==> src/rtl/vseq_pkg.sv <==
package vseq_pkg;

  typedef enum logic [1:0] {
    ST_IDLE = 2'd0,
    ST_BODY = 2'd1,
    ST_TAIL = 2'd2,
    ST_FIN  = 2'd3
  } seqState_t;

  // strobes from control to datapath
  typedef struct packed {
    logic capture;     // load parameters and first index
    logic advance;     // step the element index
    logic clearStart;  // force progress register to zero
    logic bodyPhase;   // current element is a body element
    logic tailPhase;   // current element is a tail element
  } seqCtl_t;

  // conditions reported by the datapath
  typedef struct packed {
    logic noBody;   // start index at or beyond length
    logic bodyEnd;  // current element is the last body element
    logic hasTail;  // tail fill requested and tail non-empty
    logic tailEnd;  // current element is the last tail element
  } seqFlg_t;

endpackage

==> src/rtl/vseq_ctrl.sv <==
module vseq_ctrl
  import vseq_pkg::*;
(
  input  logic    clk,
  input  logic    rstN,
  input  logic    start,
  input  seqFlg_t flg,
  output seqCtl_t ctl,
  output logic    busy,
  output logic    done
);

  seqState_t state, stateNxt;

  always_ff @(posedge clk) begin
    if (!rstN) state <= ST_IDLE;
    else       state <= stateNxt;
  end

  always_comb begin
    stateNxt = state;
    ctl      = '0;
    unique case (state)
      ST_IDLE: begin
        if (start) begin
          if (flg.noBody) begin
            ctl.clearStart = 1'b1;
            stateNxt       = ST_FIN;
          end else begin
            ctl.capture = 1'b1;
            stateNxt    = ST_BODY;
          end
        end
      end
      ST_BODY: begin
        ctl.advance   = 1'b1;
        ctl.bodyPhase = 1'b1;
        if (flg.bodyEnd) begin
          ctl.clearStart = 1'b1;
          stateNxt       = flg.hasTail ? ST_TAIL : ST_FIN;
        end
      end
      ST_TAIL: begin
        ctl.advance   = 1'b1;
        ctl.tailPhase = 1'b1;
        if (flg.tailEnd) stateNxt = ST_FIN;
      end
      ST_FIN:  stateNxt = ST_IDLE;
      default: stateNxt = ST_IDLE;
    endcase
  end

  assign busy = (state != ST_IDLE);
  assign done = (state == ST_FIN);


  done_pulse_chk: assert property (@(posedge clk) disable iff (!rstN)
    done |=> !done);


  early_exit_chk: assert property (@(posedge clk) disable iff (!rstN)
    (!busy && start && flg.noBody) |=> done);


  busy_hold_chk: assert property (@(posedge clk) disable iff (!rstN)
    (busy && !done) |=> busy);

endmodule

==> src/rtl/vseq_dp.sv <==
module vseq_dp
  import vseq_pkg::*;
#(
  parameter int IDX_W  = 9,
  parameter int DATA_W = 32,
  parameter int MASK_W = 64
) (
  input  logic                    clk,
  input  logic                    rstN,
  input  seqCtl_t                 ctl,
  input  logic [IDX_W-1:0]        vstartIn,
  input  logic [IDX_W-1:0]        vlIn,
  input  logic [IDX_W-1:0]        totalIn,
  input  logic                    vmIn,
  input  logic                    vmaIn,
  input  logic                    vtaIn,
  input  logic [MASK_W-1:0]       maskRdData,
  input  logic [DATA_W-1:0]       opResult,
  output seqFlg_t                 flg,
  output logic [IDX_W-$clog2(MASK_W)-1:0] maskRdAddr,
  output logic                    wrEn,
  output logic [IDX_W-1:0]        wrIdx,
  output logic [DATA_W-1:0]       wrData,
  output logic [IDX_W-1:0]        vstartOut
);

  localparam int BIT_SEL_W = $clog2(MASK_W);

  logic [IDX_W-1:0] curIdx, vlR, totalR, vstartR;
  logic             vmR, vmaR, vtaR;
  logic [IDX_W:0]   nextIdx;
  logic             maskBit, active;

  assign nextIdx = {1'b0, curIdx} + 1'b1;

  always_ff @(posedge clk) begin
    if (!rstN) begin
      curIdx <= '0;
      vlR    <= '0;
      totalR <= '0;
      vmR    <= 1'b0;
      vmaR   <= 1'b0;
      vtaR   <= 1'b0;
    end else if (ctl.capture) begin
      curIdx <= vstartIn;
      vlR    <= vlIn;
      totalR <= totalIn;
      vmR    <= vmIn;
      vmaR   <= vmaIn;
      vtaR   <= vtaIn;
    end else if (ctl.advance) begin
      curIdx <= nextIdx[IDX_W-1:0];
    end
  end

  // progress register: next body element, zero once the body is over
  always_ff @(posedge clk) begin
    if (!rstN)                            vstartR <= '0;
    else if (ctl.capture)                 vstartR <= vstartIn;
    else if (ctl.clearStart)              vstartR <= '0;
    else if (ctl.advance && ctl.bodyPhase) vstartR <= nextIdx[IDX_W-1:0];
  end

  assign flg.noBody  = (vstartIn >= vlIn);
  assign flg.bodyEnd = (nextIdx == {1'b0, vlR});
  assign flg.tailEnd = (nextIdx == {1'b0, totalR});
  assign flg.hasTail = vtaR && (totalR > vlR);

  assign maskRdAddr = curIdx[IDX_W-1:BIT_SEL_W];
  assign maskBit    = maskRdData[curIdx[BIT_SEL_W-1:0]];
  assign active     = vmR | maskBit;

  assign wrIdx     = curIdx;
  assign wrEn      = ctl.tailPhase | (ctl.bodyPhase & (active | vmaR));
  assign wrData    = (ctl.bodyPhase && active) ? opResult : {DATA_W{1'b1}};
  assign vstartOut = vstartR;


  idx_step_chk: assert property (@(posedge clk) disable iff (!rstN)
    ctl.advance |=> (curIdx == IDX_W'($past(curIdx) + 1'b1)));

endmodule

==> src/rtl/velem_wr_seq.sv <==
module velem_wr_seq
  import vseq_pkg::*;
#(
  parameter int IDX_W  = 9,
  parameter int DATA_W = 32,
  parameter int MASK_W = 64
) (
  input  logic                    clk,
  input  logic                    rstN,
  input  logic                    start,
  input  logic [IDX_W-1:0]        vstartIn,
  input  logic [IDX_W-1:0]        vlIn,
  input  logic [IDX_W-1:0]        totalIn,
  input  logic                    vmIn,
  input  logic                    vmaIn,
  input  logic                    vtaIn,
  output logic [IDX_W-$clog2(MASK_W)-1:0] maskRdAddr,
  input  logic [MASK_W-1:0]       maskRdData,
  input  logic [DATA_W-1:0]       opResult,
  output logic                    wrEn,
  output logic [IDX_W-1:0]        wrIdx,
  output logic [DATA_W-1:0]       wrData,
  output logic [IDX_W-1:0]        vstartOut,
  output logic                    busy,
  output logic                    done
);

  seqCtl_t ctl;
  seqFlg_t flg;

  vseq_ctrl u_ctrl (
    .clk   (clk),
    .rstN  (rstN),
    .start (start),
    .flg   (flg),
    .ctl   (ctl),
    .busy  (busy),
    .done  (done)
  );

  vseq_dp #(
    .IDX_W  (IDX_W),
    .DATA_W (DATA_W),
    .MASK_W (MASK_W)
  ) u_dp (
    .clk        (clk),
    .rstN       (rstN),
    .ctl        (ctl),
    .vstartIn   (vstartIn),
    .vlIn       (vlIn),
    .totalIn    (totalIn),
    .vmIn       (vmIn),
    .vmaIn      (vmaIn),
    .vtaIn      (vtaIn),
    .maskRdData (maskRdData),
    .opResult   (opResult),
    .flg        (flg),
    .maskRdAddr (maskRdAddr),
    .wrEn       (wrEn),
    .wrIdx      (wrIdx),
    .wrData     (wrData),
    .vstartOut  (vstartOut)
  );


  done_vstart_zero_chk: assert property (@(posedge clk) disable iff (!rstN)
    done |-> (vstartOut == '0));


  wr_in_busy_chk: assert property (@(posedge clk) disable iff (!rstN)
    wrEn |-> busy);

endmodule

==> config.mk <==
export PLATFORM = sky130hd
export DESIGN_NAME = velem_wr_seq
export DESIGN_NICKNAME = d
export VERILOG_FILES = /design/src/rtl/vseq_pkg.sv /design/src/rtl/vseq_ctrl.sv /design/src/rtl/vseq_dp.sv /design/src/rtl/velem_wr_seq.sv
export SDC_FILE = /design/constraint.sdc
export NUM_CORES = 1
export LEC_CHECK = 0
export ABC_CLOCK_PERIOD_IN_PS = 3340
export BUFFER_PORTS_ARGS = -buffer_cell sky130_fd_sc_hd__buf_4
export CAP_MARGIN = 10
export CORE_AREA = 10 10 110 137
export CTS_CLUSTER_DIAMETER = 150
export DETAILED_ROUTE_END_ITERATION = 8
export DIE_AREA = 0 0 120 147
export GPL_TIMING_DRIVEN = 0
export HOLD_SLACK_MARGIN = 0.06
export SYNTH_ARGS = -nofsm -noshare
export SYNTH_HDL_FRONTEND = slang
export SYNTH_SLANG_ARGS = --single-unit
==> constraint.sdc <==
create_clock -name clk -period 3.34 [get_ports clk]
set_input_delay 0.334 -clock clk [delete_from_list [all_inputs] [get_ports clk]]
set_output_delay 0.334 -clock clk [all_outputs]
set_load 0.05 [all_outputs]
### After elaboration in Yosys (flattened, before gate mapping)

Cells that the tools add are included.

| cells by class | value |
|---|---|
| $add $sub $neg | 1 |
| div/mod/pow operators | 0 |
| equality and inequality tests | 8 |
| order comparisons | 3 |
| bitwise operators | 4 |
| reduce and logical (&&, ||, !) cells | 9 |
| shift operators | 0 |
| multiply operators | 0 |
| mux-type cells | 24 |

Operators by type and width:

| cell | count |
|---|---|
| $mux 9 | 5 |
| $mux 32 | 1 |
| $eq 10x9->1 | 2 |
| $mux 1 | 11 |
| $add 9x1->10 const B | 1 |
| $ge 9x9->1 | 1 |
| $gt 9x9->1 | 1 |
| $mux 2 | 4 |
| $pmux 2 s4 | 1 |
| $lt 6x7->1 const B | 1 |
| $bmux 1 s6 | 1 |
| $ne 2x2->1 const B | 3 |
| $eq 2x2->1 const B | 2 |
| $reduce_bool 2->1 | 2 |
| $logic_and 1x1->1 | 3 |
| $or 1x1->1 | 3 |
| $reduce_and 3->1 | 1 |
| $reduce_bool 3->1 | 1 |
| $eq 2x1->1 const B | 1 |
| $logic_not 2->1 | 1 |
| $pmux 1 s2 | 1 |
| $reduce_or 2->1 | 1 |
| $and 1x1->1 | 1 |

| word-level totals | value |
|---|---|
| latch bits | 0 |
| bits in writable memories | 0 |
| input bits | 129 |
| memories | 0 |
| output and inout port bits | 56 |
| word-level logic and storage cells | 57 |
| bits in registers | 41 |
| ROM bits | 0 |

### Logic depth before layout (Yosys ltp)

| logic depth | value |
|---|---|
| word-level depth | 7 |
| gate-level depth with buffers | 11 |
| mapped depth without buffers | 9 |

### Modules after synthesis

From an unflattened synthesis, not the netlist that was laid out.

| unflattened totals | value |
|---|---|
| cell total of the unflattened synthesis | 406 |
| area total of the unflattened synthesis | 3567.2 µm² |

By module, submodules not included:

| module | area each (µm²) | instances | sequential area each (µm²) | cells an instance |
|---|---|---|---|---|
| vseq_dp | 3321.9 | 1 | 780.7 | 377 |
| vseq_ctrl | 245.2 | 1 | 40.0 | 29 |

### Worst setup path after synthesis

Ideal clock, no wire load.

| timing path | value |
|---|---|
| path type | reg-to-output |
| start | reg u_dp.curIdx[0], in the netlist u_dp.wrIdx[0] |
| end | out wrData[10] |
| stages on the path, launching flop included | 11 |
| buffers on the path | 3 |
| arrival | 3.172 ns |
| setup slack | -0.166 ns |
| required time | 3.006 ns |
| cells stage by stage | dfxtp_1 -> buf_2 -> buf_6 -> mux4_2 -> mux4_2 -> mux2i_1 -> mux2i_1 -> or2_1 -> and2_4 -> buf_6 -> nand2b_1 |

| between the ends | value |
|---|---|
| longest elaborated chain between the ends | 5 |

RTL lines:

| what | RTL line | RTL |
|---|---|---|
| start, declared | vseq_dp.sv:29 | `logic [IDX_W-1:0] curIdx, vlR, totalR, vstartR;` |
| start signal, assigned | vseq_dp.sv:45 | `curIdx <= vstartIn;` |
| start signal, assigned | vseq_dp.sv:52 | `curIdx <= nextIdx[IDX_W-1:0];` |
| $bmux 1 s6 | vseq_dp.sv:70 | `assign maskBit = maskRdData[curIdx[BIT_SEL_W-1:0]];` |
| $mux 1 (not written as such) | vseq_dp.sv:70 |  |
| $or 1x1->1 | vseq_dp.sv:71 | `assign active = vmR \| maskBit;` |
| $logic_and 1x1->1 | vseq_dp.sv:75 | `assign wrData = (ctl.bodyPhase && active) ? opResult : {DATA_W{1'b1}};` |
| $mux 32 | vseq_dp.sv:75 |  |
| end, declared | velem_wr_seq.sv:22 | `output logic [DATA_W-1:0] wrData,` |

Every way passes these cells. The select of a mux whose other input is x is not followed.

### Worst setup path after layout

Ends and elaborated chain as after synthesis.

==> summary.md <==
## Clock network
* Longest Clk Path Bufs: 2
* Sinks on Clock Net: 41
* library cell used as clock root buffer: clkbuf_16
* H-tree Lvls: 2
* cts hold-fix bufs: 0
* clock-pin slew on the worst setup and hold paths: 0.06 ns
* CTS tree: done
* clk_lat worst skew: 0.29 ns
* CTS Buf Count: 5

## Final layout
* Antenna Cells: 0
* Layout Cell Area excl Fill: 5650 µm²
* Final Core Density: 0.453
* ratio of cells with drive above 1 in the final layout: 0.429
* final std cells w/o fill: 774
* number of nets at the end of the flow: 757
* fill cell total of the finished layout: 1,213
* Area growth, synth to finish: 55.4%

## Drt
* detailed-route vias per instance: 4.89
* Post-Route M1 WL: 5820 µm
* Post-Route WL: 14,700 µm
* routed length on met3: 952 µm
* starting DRC count in detailed routing: 180
* number of nets still failing antenna checks after routing: 0
* Top Metal Used: met4
* first-pass iteration count of the detailed router: 4
* number of vias after detailed routing: 3,781
* wire length on met2: 7760 µm
* final routed wire length divided by cell count: 19.0 µm
* Remaining DRCs: 0

## Worst setup path
* element type at the critical path start: register
* worst path required time: 3.01 ns
* Critical Path Slowest Stage Cell: mux4_2
* ordered list of cells on the worst path: buf_12 -> mux4_2 -> mux4_2 -> mux2i_1 -> mux2i_1 -> or2_1 -> and2_4 -> buf_6 -> nand2b_1 -> buf_6
* Slowest Stage Delay on Critical Path: 0.50 ns
* startpoint of the worst-slack reg-to-reg timing path: u_dp.wrIdx[1]$_SDFFE_PN0P_
* Critical Path Sink Type: output pin
* Crit. Startpoint: u_dp.wrIdx[0]$_SDFFE_PN0P_
* path type of the worst setup path: reg -> out
* cell depth of the worst flop-to-flop path: 10
* CP Data Arrival Time: 3.01 ns
* Max FO, Critical Path: 10
* crit path buf inv count: 3
* Crit path depth: 10
* Worst path top cell family by delay: multiplexers

## Logic synthesis
* Avg Cell Area, Syn: 8.79 µm²
* FF+latch count, synth: 41
* distinct cell type count after synthesis: 54
* Post-synth ARST share: 0
* net count after synthesis: 566
* cell area after synthesis: 3640 µm²
* cell type with the highest aggregate area in the netlist: dfxtp_1
* EDFF count, synth: 0
* synthesized netlist cell count: 414
* most instantiated cells after synthesis: nand2_1, dfxtp_1, nand2b_2
* fraction of synthesized cell area taken by the top area cell type: 0.226
* most instantiated library cell after synthesis: nand2_1
* top_reg_cell synth: dfxtp_1
* count of synthesis-stage warnings from yosys: 0
* top post-synthesis cells by area: dfxtp_1, mux4_2, ha_1, nand2_1, nand2b_2
* sequential-to-total area share from yosys stat: 0.226

## Timing
* Final Setup Violations: 0
* final setup slack of the worst path: 0.000557 ns
* number of endpoints with negative hold slack in the final report: 0
* Slew Viols, Final: 0
* upper clock frequency limit: 299 MHz
* Fin Clk Skew: 0.0101 ns
* Least-Margin Pin Slew: 0.653 ns
* relative max-transition margin: 0.564
* Final Cycle Share: 1.00
* min cycle time layout: 3.34 ns
* setup repair after global routing missed its margin: true

## Flow run
* total of max-cap violations: 0

## Die
* Initial Utilization: 0.291
* top-level port count: 185
* DIE AREA: 17,600 µm²
* Die W: 120 µm
* core region area: 12,500 µm²
* Die Y: 147 µm
* Core Rows: 46

## Place
* post-detailed-placement cell area: 5230 µm²
* HPWL after DPL: 12,300 µm
* final weighted congestion of routability-driven global placement: 0.931
* pre-CTS worst setup slack: -0.0595 ns
* count of port buffers added during placement: 184
* instance count after placement with tap cells included: 766

## Min path
* count of cells along the worst hold path: 3
* Tightest Hold Check Type: in -> reg
* start point of the worst min-delay path: totalIn[6]

## GRT
* vias in the first global route: 4,123
* largest net degree at the start of global routing: 14
* total global routing overflow: 0
* antenna violations before repair: 0
* gr usage total: 0.162
* wire length of the first global-routing pass: 22,800 µm

## Power
* cell area power density: 708 nW/µm²
* total chip power: 4.00 mW
* total leakage power: 2.56 nW
* worst voltage drop across the vdd grid: 0.000518 V

## Run status
* result of the run: completed

worst paths after layout:
kind                                                       end  slack (ns)
worst min-delay path               u_dp.totalR[6]$_SDFFE_PN0P_        0.30
worst max-delay path                                wrData[10]      0.0006
worst min register to register          u_dp.vmaR$_SDFFE_PN0P_        0.46
worst max register to register  u_dp.vstartOut[7]$_SDFFE_PN0P_        0.21
worst min-delay path: cells and delay by family:
kind | cells | cell delay (ns)
AOI/OAI and AO/OA | 1 | 0.06
buffers and inverters | 1 | 0.11
and+or+nand+nor | 1 | 0.04
through the flow:
stage | hold slack (ns) | TNS (ns)
finish | 0.296 | 0
CTS | 0.301 | -0.0950
floorplan | 0.439 | 0
global placement | 0.451 | -0.0253
global route | 0.315 | -2.12
detailed placement | 0.456 | -0.0726
power breakdown:
part / switching [mW] / internal, mW / leakage, nW
Clock: 0.206 / 0.427 / 0.0938
Sequential: 0.126 / 0.617 / 0.337
Combinational: 1.55 / 1.08 / 2.13
cells in the final DEF (no fill, tap or decap), types with 2 or more instances in the layout:
master	count
nand2b_2	26
nor3_1	3
nand3_1	6
or4_1	3
a21oi_1	6
xnor2_1	15
dfxtp_1	40
nand2b_1	8
and3_1	2
o211a_1	10
nor2b_1	5
a2111oi_0	2
ha_1	23
mux2i_1	5
nand2b_4	2
nor2_1	12
buf_8	20
nand4_1	5
buf_6	15
a21boi_0	22
a211oi_1	2
xor2_1	12
buf_4	157
a221oi_1	6
a21o_1	4
nand2_1	69
o31ai_1	3
buf_2	4
o21ba_2	2
clkbuf_1	17
inv_1	24
clkbuf_16	5
bufinv_16	2
o21ai_0	17
o21a_1	2
xnor3_1	3
mux4_2	20
and2_1	2
kinds of logic after synthesis:
| group | synth area share |
|---|---|
| mux | 0.138 |
| compound gates | 0.179 |
| fa+ha+maj | 0.0791 |
| simple gates | 0.224 |
| flops | 0.226 |
| xor+xnor | 0.0836 |
| buf+inv | 0.0716 |
timing repair:
item	in CTS	in global routing
setup buffers	1	0
gates resized for setup	40	21
endpoints found under the setup margin	33	32
final cells by class:
type                       instances  area [µm²]  share of cell area
multi-input combinational        317        2570               0.456
timing repair buffer             185        1580               0.279
sequential                        41         825               0.146
tap                              168         210              0.0372
buffer                            31         186              0.0330
clock buffer                       5         125              0.0221
inverter                          24        90.1              0.0159
clock inverter                     3        65.1              0.0115
layer usage:
metal	global-route usage	vias to the layer above
li1	-	1834
met1	0.184	1796
met2	0.298	139
met3	0.0372	12
met4	0.0363	0
met5	0	-
registers in the layout, summed over array words and instances, names as in the netlist:
register        count
u_dp.totalR         9
u_dp.vlR            9
u_dp.vstartOut      9
u_dp.wrIdx          9
u_ctrl.state        2
u_dp.vmR            1
u_dp.vmaR           1
u_dp.vtaR           1
(Power assumes the default switching activity.)
